**config.mk**
```make
export PLATFORM = sky130hd
export DESIGN_NAME = idx_agen
export DESIGN_NICKNAME = d
export VERILOG_FILES = /design/src/rtl/idx_agen_pkg.sv /design/src/rtl/agen_lo_add.sv /design/src/rtl/agen_hi_fix.sv /design/src/rtl/agen_decode.sv /design/src/rtl/idx_agen.sv
export SDC_FILE = /design/constraint.sdc
export NUM_CORES = 1
export LEC_CHECK = 0
export BUFFER_PORTS_ARGS = -buffer_cell sky130_fd_sc_hd__clkbuf_2
export CELL_PAD_IN_SITES_DETAIL_PLACEMENT = 1
export CELL_PAD_IN_SITES_GLOBAL_PLACEMENT = 1
export CORE_ASPECT_RATIO = 0.5
export CORE_MARGIN = 1
export CORE_UTILIZATION = 42
export DETAILED_ROUTE_END_ITERATION = 10
export GPL_ROUTABILITY_DRIVEN = 0
export PLACE_DENSITY_LB_ADDON = 0.25
export SKIP_LAST_GASP = 1
export SYNTH_ARGS = -nofsm -noshare
export SYNTH_HDL_FRONTEND = slang
export SYNTH_SLANG_ARGS = --single-unit
```
**constraint.sdc**
```tcl
create_clock -name clk_i -period 7.2 [get_ports clk_i]
set_clock_uncertainty 0.2 [all_clocks]
set_input_delay 0.72 -clock clk_i [delete_from_list [all_inputs] [get_ports clk_i]]
set_output_delay 0.72 -clock clk_i [all_outputs]
set_load 0.02 [all_outputs]
```
**src/rtl/idx_agen_pkg.sv**
```systemverilog
package idx_agen_pkg;
  localparam logic [2:0] AM_IDX_LD = 3'd0;
  localparam logic [2:0] AM_IDX_ST = 3'd1;
  localparam logic [2:0] AM_ZP_X   = 3'd2;
  localparam logic [2:0] AM_REL    = 3'd3;
  localparam logic [2:0] AM_JMP    = 3'd4;
  localparam logic [2:0] AM_PC_INC = 3'd5;

  typedef enum logic [1:0] {HI_KEEP, HI_INC, HI_DEC} hi_op_e;
  typedef enum logic {ST_IDLE, ST_FIX} agen_st_e;
endpackage

```
**src/rtl/agen_lo_add.sv**
```systemverilog
module agen_lo_add #(
  parameter int W = 8
) (
  input  logic [W-1:0] a_i,
  input  logic [W-1:0] b_i,
  output logic [W-1:0] sum_o,
  output logic         carry_o
);
  assign {carry_o, sum_o} = {1'b0, a_i} + {1'b0, b_i};
endmodule

```
**src/rtl/agen_hi_fix.sv**
```systemverilog
module agen_hi_fix
  import idx_agen_pkg::*;
#(
  parameter int W = 8
) (
  input  logic [W-1:0] hi_i,
  input  hi_op_e       op_i,
  output logic [W-1:0] hi_o
);
  always_comb begin
    unique case (op_i)
      HI_INC:  hi_o = hi_i + W'(1);
      HI_DEC:  hi_o = hi_i - W'(1);
      default: hi_o = hi_i;
    endcase
  end
endmodule

```
**src/rtl/agen_decode.sv**
```systemverilog
module agen_decode
  import idx_agen_pkg::*;
#(
  parameter int W = 8
) (
  input  logic [2:0]   mode_i,
  input  logic [W-1:0] idx_i,
  input  logic         carry_i,
  output logic [W-1:0] opnd_o,
  output hi_op_e       adj_o,
  output logic         need_fix_o,
  output logic         zero_hi_o
);
  logic neg;
  assign neg = idx_i[W-1];

  // operand depends on mode only; kept apart from the carry-dependent part
  always_comb begin
    unique case (mode_i)
      AM_IDX_LD, AM_IDX_ST, AM_ZP_X, AM_REL: opnd_o = idx_i;
      AM_PC_INC:                             opnd_o = W'(1);
      default:                               opnd_o = '0;
    endcase
  end

  always_comb begin
    adj_o      = HI_KEEP;
    need_fix_o = 1'b0;
    zero_hi_o  = 1'b0;
    unique case (mode_i)
      AM_IDX_LD: begin
        adj_o      = carry_i ? HI_INC : HI_KEEP;
        need_fix_o = carry_i;
      end
      AM_IDX_ST: begin
        adj_o      = carry_i ? HI_INC : HI_KEEP;
        need_fix_o = 1'b1;
      end
      AM_ZP_X: zero_hi_o = 1'b1;
      AM_REL: begin
        if (neg) adj_o = carry_i ? HI_KEEP : HI_DEC;
        else     adj_o = carry_i ? HI_INC  : HI_KEEP;
        need_fix_o = (adj_o != HI_KEEP);
      end
      AM_PC_INC: adj_o = carry_i ? HI_INC : HI_KEEP;
      default: ;
    endcase
  end
endmodule

```
**src/rtl/idx_agen.sv**
```systemverilog
module idx_agen
  import idx_agen_pkg::*;
#(
  parameter int ADDR_W = 16,
  parameter int BYTE_W = 8
) (
  input  logic              clk_i,
  input  logic              rst_ni,
  input  logic              start_i,
  input  logic [2:0]        mode_i,
  input  logic [ADDR_W-1:0] base_i,
  input  logic [BYTE_W-1:0] idx_i,
  output logic [ADDR_W-1:0] ea_o,
  output logic              pen_o,
  output logic              done_o
);
  localparam int HI_W = ADDR_W - BYTE_W;

  agen_st_e          state_q;
  hi_op_e            adj_q, adj_start, hi_op;
  logic [ADDR_W-1:0] ea_q;
  logic              done_q, pen_q, busy;
  logic [BYTE_W-1:0] opnd, lo_sum;
  logic              lo_carry, need_fix, zero_hi;
  logic [HI_W-1:0]   hi_src, hi_res;

  assign busy = (state_q == ST_FIX);

  agen_decode #(.W(BYTE_W)) u_dec (
    .mode_i     (mode_i),
    .idx_i      (idx_i),
    .carry_i    (lo_carry),
    .opnd_o     (opnd),
    .adj_o      (adj_start),
    .need_fix_o (need_fix),
    .zero_hi_o  (zero_hi)
  );

  agen_lo_add #(.W(BYTE_W)) u_lo (
    .a_i     (base_i[BYTE_W-1:0]),
    .b_i     (opnd),
    .sum_o   (lo_sum),
    .carry_o (lo_carry)
  );

  // high stage serves the correction cycle, or the same-cycle pc increment
  assign hi_src = busy ? ea_q[ADDR_W-1:BYTE_W] : base_i[ADDR_W-1:BYTE_W];
  assign hi_op  = busy ? adj_q : (need_fix ? HI_KEEP : adj_start);

  agen_hi_fix #(.W(HI_W)) u_hi (
    .hi_i (hi_src),
    .op_i (hi_op),
    .hi_o (hi_res)
  );

  always_ff @(posedge clk_i or negedge rst_ni) begin
    if (!rst_ni) begin
      state_q <= ST_IDLE;
      adj_q   <= HI_KEEP;
      ea_q    <= '0;
      done_q  <= 1'b0;
      pen_q   <= 1'b0;
    end else begin
      done_q <= 1'b0;
      pen_q  <= 1'b0;
      if (busy) begin
        ea_q[ADDR_W-1:BYTE_W] <= hi_res;
        done_q  <= 1'b1;
        pen_q   <= 1'b1;
        state_q <= ST_IDLE;
      end else if (start_i) begin
        ea_q <= {(zero_hi ? {HI_W{1'b0}} : hi_res), lo_sum};
        if (need_fix) begin
          adj_q   <= adj_start;
          state_q <= ST_FIX;
        end else begin
          done_q <= 1'b1;
        end
      end
    end
  end

  assign ea_o   = ea_q;
  assign pen_o  = pen_q;
  assign done_o = done_q;
endmodule

```
# Yosys cells after proc, flatten, opt, wreduce, memory -nomap -nowiden
# Index checks and enable logic that the tools add are counted.
dict set report totals {
  ff_bits 21
  input_bits 30
  elab_cells 45
}
dict set report op_classes {
  addsub 3
  eq_ne 6
  mux 22
  bitwise 1
  n_reduce_logical 7
}
# op count
set ops {}
lappend ops {{$pmux W8 S2} 2}
lappend ops {{$mux W8} 3}
lappend ops {{$mux W16} 1}
lappend ops {{$mux W2} 5}
lappend ops {{$add A8 B8 Y9} 1}
lappend ops {{$mux W1} 9}
lappend ops {{$add A8 B1 Y8 const B} 1}
lappend ops {{$sub A8 B1 Y8 const B} 1}
lappend ops {{$eq A3 B2 Y1 const B} 2}
lappend ops {{$pmux W2 S2} 1}
lappend ops {{$reduce_bool A2 Y1} 2}
lappend ops {{$reduce_or A4 Y1} 1}
lappend ops {{$eq A3 B1 Y1 const B} 1}
lappend ops {{$eq A3 B3 Y1 const B} 1}
lappend ops {{$logic_not A3 Y1} 1}
lappend ops {{$pmux W1 S3} 1}
lappend ops {{$reduce_and A3 Y1} 1}
lappend ops {{$reduce_or A3 Y1} 1}
lappend ops {{$eq A2 B1 Y1 const B} 1}
lappend ops {{$eq A2 B2 Y1 const B} 1}
lappend ops {{$reduce_and A2 Y1} 1}
lappend ops {{$not A1 Y1} 1}

# Logic depth before layout (Yosys ltp)
# Gate-level depths: netlist (run 1).
dict set report depth {
  depth_word 16
  ltp_mapped 22
}

# Hierarchy
# Synthesis (run 1) repeated with hierarchy kept, for this count alone.
dict set report hier_totals {
  hier_cells 220
  hier_area_um2 2082.0
}
# module instances cells_each area_per_inst_um2 seq_area_each_um2
set modules_own_cells {}
lappend modules_own_cells {idx_agen 1 63 915.9 525.5}
lappend modules_own_cells {agen_hi_fix 1 91 676.9 0.0}
lappend modules_own_cells {agen_lo_add 1 42 324.1 0.0}
lappend modules_own_cells {agen_decode 1 24 165.2 0.0}

# Worst setup path before layout (run 1)
# No wires, ideal clock.
dict set report synth_timing {
  path_type {input to register}
  from {in mode_i[2]}
  to {reg ea_q[15], in the netlist ea_o[15]}
  setup_ns 0.126
  t_arrival_ns 5.007
  required_time_ns 6.874
  path_slack_ns 1.867
  cell_stages 21
  path_buffers 1
  cell_sequence {clkbuf_1 > o22ai_1 > ha_1 > fa_1 > a21o_1 > a21oi_1 > o31ai_1 > a21oi_1 > inv_1 > ha_1 > nand2_1 > nor3b_1 > o31ai_1 > ha_1 > ha_1 > a211oi_1 > o211ai_1 > mux2i_1 > nor3_2 > xnor2_1 > a221o_1}
}
dict set report synth_via {
  elab_chain_cells 16
  elab_cells_between_ends 25
}
# element line
set synth_lines {}
lappend synth_lines {{start: declaration} idx_agen.sv:10} ;# input logic [2:0] mode_i,
lappend synth_lines {{$eq A3 B1 Y1 (tied with other cells)} {agen_decode.sv:19, agen_decode.sv:30}}
lappend synth_lines {{$reduce_or A4 Y1} agen_decode.sv:19} ;# unique case (mode_i)
lappend synth_lines {{$pmux W8 S2} agen_decode.sv:19}
lappend synth_lines {{$add A8 B8 Y9} agen_lo_add.sv:9} ;# assign {carry_o, sum_o} = {1'b0, a_i} + {1'b0, b_i};
lappend synth_lines {{$mux W1 / $mux W2 (equally long branches)} n/a}
lappend synth_lines {{$mux W2} agen_decode.sv:41} ;# if (neg) adj_o = carry_i ? HI_KEEP : HI_DEC;
lappend synth_lines {{$mux W2} agen_decode.sv:30} ;# unique case (mode_i)
lappend synth_lines {{$reduce_bool A2 Y1} agen_decode.sv:43} ;# need_fix_o = (adj_o != HI_KEEP);
lappend synth_lines {{$pmux W1 S3} agen_decode.sv:30}
lappend synth_lines {{$mux W2 (2 in series)} idx_agen.sv:48} ;# assign hi_op = busy ? adj_q : (need_fix ? HI_KEEP : adj_start);
lappend synth_lines {{$eq A2 B2 Y1 / $eq A2 B1 Y1 (equally long branches)} agen_hi_fix.sv:11} ;# unique case (op_i)
lappend synth_lines {{$pmux W8 S2} agen_hi_fix.sv:11}
lappend synth_lines {{$mux W8} idx_agen.sv:72} ;# ea_q <= {(zero_hi ? {HI_W{1'b0}} : hi_res), lo_sum};
lappend synth_lines {{$mux W16} idx_agen.sv:71} ;# end else if (start_i) begin
lappend synth_lines {{$mux W8 *} idx_agen.sv:66} ;# if (busy) begin
lappend synth_lines {{end signal: indexed assignment} idx_agen.sv:67} ;# ea_q[ADDR_W-1:BYTE_W] <= hi_res;
lappend synth_lines {{end signal: assignment} idx_agen.sv:72}
lappend synth_lines {{end: declaration} idx_agen.sv:21} ;# logic [ADDR_W-1:0] ea_q;
# Mark *: on every way between the ends. The rest lies on a longest branch, timed or not. The select of a mux whose other input is x is not followed.
# A chain may end at the register's enable or synchronous reset.

# Worst setup path in the final report (run 1)
# Ends and elaborated chain as after synthesis.

==> impl_metrics.py, run 1 <==
metrics = {
    "yosys": {
        "synth_cell_types": 37,
        "async_flop_share_pct": 100,
        "seq_area_frac_synth_pct": 29.9,
        "syn-num-nets": 245,
        "ys.warnings.count": 0,
        "synth_edf_count": 0,
        "synth.area.top_cells": "dfrtp_1 (30%), ha_1 (12%), mux2_2 (5.8%)",
        "synth_top_area_cell": "dfrtp_1",
        "synth_cells": 196,
        "synth_common_cells": "dfrtp_1 (21), nand2_1 (21), ha_1 (17)",
        "synth_ff_type": "dfrtp_1",
        "synth_top_area_share_pct": 29.9,
        "synthesis.area_um2": 1760,
        "avgSynthCellArea_um2": 8.97,
        "synth_seq_cells": 21,
    },
    "global_route": {
        "track_usage_pct": 19.9,
        "top_usage_layer": "met2",
        "grt_pass1_wl_mm": 6.91,
        "grt_max_degree": 22,
        "antenna_found_initial": 0,
        "global_route.usage.met3_pct": 3.02,
        "globalRouteMet2Util_pct": 37.4,
        "grt_overflow": 0,
        "grt_pass1_vias": 1551,
        "met1_usage_pct": 25.8,
    },
    "route": {
        "routedWlPerCell_um": 14.5,
        "vias": 1582,
        "via_per_inst": 5.36,
        "drt_wl_total_mm": 4.29,
        "first_pass_iters": 4,
        "drcViolationCount": 0,
        "first_iter_violations": 43,
        "ant_nets": 0,
    },
    "timing": {
        "hold_viol": 0,
        "drv_slew": 0,
        "slew_headroom_pct": 51.1,
        "timing.final.ws_setup_ps": 1590,
        "setup_viol": 0,
        "finalSetupTns_ps": 0,
        "rsz0062_at_grt": "no",
        "period_share_pct": 77.9,
        "fmax_mhz": 178,
        "period_minus_slack_ps": 5610,
        "worstMarginPinSlew_ps": 734,
    },
    "clocking": {
        "htree_levels": 1,
        "cts_resized": 0,
        "worstSkewPairLatency_ps": 270,
        "clkTransAtPathRegs_ps": 100,
        "clock_sinks": 21,
        "cts_tree": "yes",
        "cts_setup_buffers": 0,
        "clock_path_buffers": 2,
        "cts_buffers": 3,
        "root_buffer": "clkbuf_8",
        "postCtsHoldBufs": 0,
    },
    "critical_path": {
        "crit_buf_inv": 2,
        "critPathArrivalTime_ps": 5570,
        "worstPathRequired_ps": 7160,
        "path_class": "primary input to flip-flop",
        "cpLargestDelayFamily": "compound AO/OA/AOI/OAI gates",
        "slowest_stage": "ha_1",
        "reg2reg_from": "busy",
        "timing.rr.end": "ea_o[15]",
        "worst-r2r-setup-slack_ps": 3650,
        "cp-start-kind": "primary input",
        "cp_cell_sequence": "clkbuf_2 > o22ai_1 > ha_1 > fa_1 > a21o_1 > a21oi_1 > o31ai_1 > a21oi_1 > inv_1 > ha_1 > nand2_1 > nor3b_1 > o31ai_1 > ha_1 > ha_1 > a211oi_1 > o211ai_1 > mux2i_1 > nor3_2 > xnor2_1 > a221o_1",
        "reg2reg_depth": 11,
        "critPathMaxFanout": 16,
        "cpPeakStageDelay_ps": 460,
        "cpMostUsedCell": "ha_1",
        "setup.worst_path.start": "mode_i[2]",
        "cp-end-kind": "flip-flop",
    },
    "pwr": {
        "ir_worst_vdd_mv": 0.0785,
        "power_density_nw_per_um2": 183,
        "p_leak_nw": 1.06,
    },
    "floorplanning": {
        "die_w_um": 93.5,
        "core.rowCount": 16,
        "die_y_um": 47.7,
        "core-area_um2": 3960,
        "ioPinCount": 48,
        "initial_core_util_pct": 44.3,
        "dieArea_um2": 4460,
    },
    "placed_design": {
        "port_buffers": 47,
        "pre_cts_ws_ps": 1310,
        "place_hpwl_mm": 3.27,
    },
    "layout": {
        "drive_gt1_share_pct": 26.1,
        "num-fill-cells": 507,
        "area_delta_synth_final_pct": 18.3,
        "nets": 291,
        "antenna_cells": 0,
    },
    "status": {
        "outcome": "complete, no violations",
    },
    "flow_run": {
        "cap_violations": 0,
    },
    "min_path": {
        "min_path_type": "primary input to asynchronous set/reset pin",
    },
}
per-stage QoR:
| stage | area (um2) | hold slack [ps] | utilization (%) | std cells | total power [mW] |
|---|---|---|---|---|---|
| 5_1_grt | 2080 | 272 | 52.5 | 295 | 0.407 |
| 3_5_place_dp | 2030 | 271 | 51.2 | 291 | 0.297 |
| 3_3_place_gp | 2030 | 267 | 51.2 | 291 | 0.291 |
| 6_report | 2080 | 231 | 52.5 | 295 | 0.381 |
| 4_1_cts | 2080 | 245 | 52.5 | 295 | 0.385 |
| 2_1_floorplan | 1760 | 174 | - | 196 | 0.249 |
power breakdown:
group / switching [mW] / internal, mW / total, mW
Clock: 0.0480 / 0.0393 / 0.0872
Combinational: 0.0847 / 0.0572 / 0.142
Sequential: 0.0138 / 0.138 / 0.152
Total: 0.146 / 0.235 / 0.381
per-layer routing:
layer,share of wire [%],up-vias
li1,-,789
met1,49,770
met2,49,21
met3,2.2,2
met4,0.49,0
met5,0,-
worst max-delay path by stage:
stage / cells past startpoint / end
4_1_cts: 21 / ea_o[15]
5_1_grt: 22 / ea_o[15]
3_5_place_dp: 21 / ea_o[15]
6_report: 21 / ea_o[15]
2_1_floorplan: 21 / ea_o[15]
3_3_place_gp: 21 / ea_o[15]
cell families (layout without fill, tap and decap cells):
logic type      Yosys count  in the layout  synth area share, %
simple gates             56             56                 16.2
compound gates           54             54                 19.3
flops                    21             21                 29.9
fa+ha+maj                19             19                 14.4
buf+inv                  18             63                 4.27
mux                      16             16                 9.96
xor+xnor                 12             12                 5.98
flip-flops by register name, indices dropped and copies added, names as in the netlist:
name	flops
ea_o	16
adj_q	2
busy	1
done_o	1
pen_o	1
final cells by class:
| cell class | instances | area [um2] | area share [%] |
|---|---|---|---|
| clock inverter | 1 | 7.51 | 0.361 |
| inverter | 12 | 45.0 | 2.17 |
| clock buffer | 3 | 41.3 | 1.99 |
| tap | 54 | 67.6 | 3.25 |
| timing repair buffer | 47 | 235 | 11.3 |
| sequential | 21 | 526 | 25.3 |
| multi-input combinational | 157 | 1160 | 55.7 |
cell usage in the layout, fill, tap and decap left out, drive strengths merged, types with 2 or more instances in the layout:
master and count:
nand2 21, nor3 2, xnor2 10, a211oi 2, clkbuf 50, mux2i 7
xor2 2, mux2 9, o31ai 4, nand4 2, fa 2, nand2b 4
nor2 9, o21ai 16, nor3b 6, a21o 5, a21oi 15, dfrtp 21
or3 3, nor2b 7, inv 12, o21bai 3, o211ai 2, ha 17
No activity file was read; power rests on OpenSTA's default activity.
==> inputs of run 2 (changes only) <==
--- a/config.mk
+++ b/config.mk
@@ -10,7 +10,7 @@
 export CELL_PAD_IN_SITES_GLOBAL_PLACEMENT = 1
 export CORE_ASPECT_RATIO = 0.5
 export CORE_MARGIN = 1
-export CORE_UTILIZATION = 42
+export CORE_UTILIZATION = 35
 export DETAILED_ROUTE_END_ITERATION = 10
 export GPL_ROUTABILITY_DRIVEN = 0
 export PLACE_DENSITY_LB_ADDON = 0.25
==> constraint.sdc (replaced) <==
create_clock -name clk_i -period 4.9 [get_ports clk_i]
set_clock_uncertainty 0.2 [all_clocks]
set_input_delay 0.49 -clock clk_i [delete_from_list [all_inputs] [get_ports clk_i]]
set_output_delay 0.49 -clock clk_i [all_outputs]
set_load 0.02 [all_outputs]
==> run 2 against run 1 <==
Utilization fell by 5.2 points. Combinational power rose by 54%. Worst hold slack got worse by 230 ps. Sequential share of layout area fell by 1.2 points. Global-route usage fell by 1.6 points. Wire length rose by 3.5%. First-iteration DRC count fell by 67%. Setup slack got worse by 1300 ps. Critical path type unchanged.
==> impl_metrics.py, run 2 (synthesis results as in run 1) <==
metrics = {
    "floorplanning": {
        "dieArea_um2": 5330,
        "initial_core_util_pct": 38.1,
        "die_y_um": 52.1,
        "core-area_um2": 4620,
        "ioPinCount": 48,
        "die_w_um": 102,
        "core.rowCount": 17,
    },
    "layout": {
        "antenna_cells": 0,
        "nets": 301,
        "final_util_pct": 47.2,
        "area_delta_synth_final_pct": 24.0,
        "layout_commonest_cell": "clkbuf_2",
        "multi_input_area_um2": 1170,
        "fin_area_um2": 2180,
        "final_cell_mix": "clkbuf_2 (47), nand2_1 (21), dfrtp_1 (21), o21ai_0 (16), ha_1 (16)",
        "num-fill-cells": 569,
        "seqCellArea_um2": 526,
        "drive_gt1_share_pct": 30.7,
        "largest_register_ffs": 16,
    },
    "critical_path": {
        "setup.worst_path.start": "mode_i[2]",
        "worstPathRequired_ps": 4860,
        "critPathMaxFanout": 7,
        "worst-r2r-setup-slack_ps": 1610,
        "critPathArrivalTime_ps": 4600,
        "crit_path_end": "ea_o[15]",
        "cp-end-kind": "flip-flop",
        "timing.rr.end": "ea_o[15]",
        "reg2reg_depth": 11,
        "cp-start-kind": "primary input",
        "path_class": "primary input to flip-flop",
        "reg2reg_from": "busy",
    },
    "timing": {
        "rsz0062_at_grt": "yes",
        "hold_viol": 0,
        "setup_viol": 0,
        "finalHoldWorstSlack_ps": 2.43,
        "drv_slew": 0,
        "slew_headroom_pct": 51.5,
        "worstMarginPinSlew_ps": 727,
        "period_share_pct": 94.7,
        "fmax_mhz": 215,
        "period_minus_slack_ps": 4640,
    },
    "clocking": {
        "clock_path_buffers": 2,
        "postCtsHoldBufs": 0,
        "cts_buffers": 3,
        "clkTransAtPathRegs_ps": 90,
        "worstSkewPairLatency_ps": 270,
        "cts_tree": "yes",
        "clock_sinks": 21,
        "root_buffer": "clkbuf_8",
        "htree_levels": 1,
    },
    "global_route": {
        "grt_pass1_vias": 1634,
        "antenna_found_initial": 0,
        "grt_overflow": 0,
        "grt_max_degree": 22,
        "track_usage_pct": 18.3,
        "grt_pass1_wl_mm": 7.40,
    },
    "placed_design": {
        "placed_area_um2": 2120,
        "place_hpwl_mm": 3.42,
        "port_buffers": 47,
    },
    "pwr": {
        "power_density_nw_per_um2": 258,
        "internal-power_uw": 352,
        "seq_power_share_pct": 39.5,
        "power_frac_comb_pct": 38.9,
        "swShare_pct": 37.5,
        "p_sw_uw": 211,
        "ir_worst_vdd_mv": 0.139,
        "p_clk_share_pct": 21.5,
        "p_leak_nw": 1.11,
    },
    "route": {
        "via_per_inst": 5.07,
        "first_pass_iters": 4,
        "drt_wl_total_mm": 4.44,
        "drcViolationCount": 0,
        "first_iter_violations": 14,
        "routedWlPerCell_um": 14.0,
        "vias": 1606,
        "ant_nets": 0,
    },
    "status": {
        "outcome": "complete, no violations",
    },
    "min_path": {
        "min_path_type": "primary input to asynchronous set/reset pin",
    },
    "flow_run": {
        "cap_violations": 0,
    },
}
==> run 2: worst min-delay path by stage <==
stage	startpoint	to	slack [ps]	depth (start not counted)
after floorplan	rst_ni	adj_q[0]	-6	0
after CTS	rst_ni	adj_q[0]	20	1
after global placement	ea_o[3]	ea_o[3]	270	2
final	rst_ni	ea_o[4]	2	1
after global routing	rst_ni	ea_o[3]	30	1
after detailed placement	ea_o[4]	ea_o[4]	280	2
==> run 2: power by group through the flow <==
stage          Sequential [mW]  Combinational (mW)  Clock [mW]
2_1_floorplan            0.255               0.111           0
3_3_place_gp             0.225               0.213           0
6_report                 0.222               0.219       0.121
3_5_place_dp             0.226               0.219           0
4_1_cts                  0.223               0.220       0.126
5_1_grt                  0.227               0.243       0.133
==> run 2: timing repair <==
action,CTS,global route
endpoints found under the hold margin,0,0
buffers inserted,0,1
gates resized for setup,0,2
setup endpoints to repair,0,3
==> run 2: final cells by class <==
class | count | area share (%)
multi-input cells | 157 | 53.8
clock buffers | 3 | 1.89
repair buffers | 57 | 14.1
clock inverters | 1 | 0.230
well taps | 66 | 3.79
flip-flops and latches | 21 | 24.1
inverters | 12 | 2.07
==> run 2: per-layer routing <==
| layer | routed length, um | global-route usage [%] |
|---|---|---|
| met1 | 2120 | 22.4 |
| met2 | 2200 | 34.1 |
| met3 | 106 | 3.23 |
| met4 | 21 | 3.57 |
| met5 | 0 | 0 |
==> run 2: worst max-delay path, cell delays in order <==
cell,delay (ps)
clkbuf_2,110
nand2_1,60
o22ai_1,80
ha_1,210
fa_1,410
a21o_1,190
a21oi_2,150
o31ai_1,100
a21oi_1,170
inv_1,70
ha_1,290
nand2_1,90
nor3b_1,220
o31ai_1,110
ha_2,280
ha_1,410
nand4_1,150
o211ai_2,220
mux2i_1,120
nor3_2,270
xnor2_1,100
a221o_1,290
==> run 2: stage by stage <==
stage / setup slack [ps] / TNS [ps] / power, mW / instances
finish: 259 / 0 / 0.562 / 317
global route: -7.71 / -7.71 / 0.603 / 317
CTS: 171 / 0 / 0.569 / 316
detailed placement: -91.6 / -91.6 / 0.445 / 312
global placement: 59.4 / 0 / 0.438 / 312
floorplan: 72.9 / 0 / 0.366 / 196
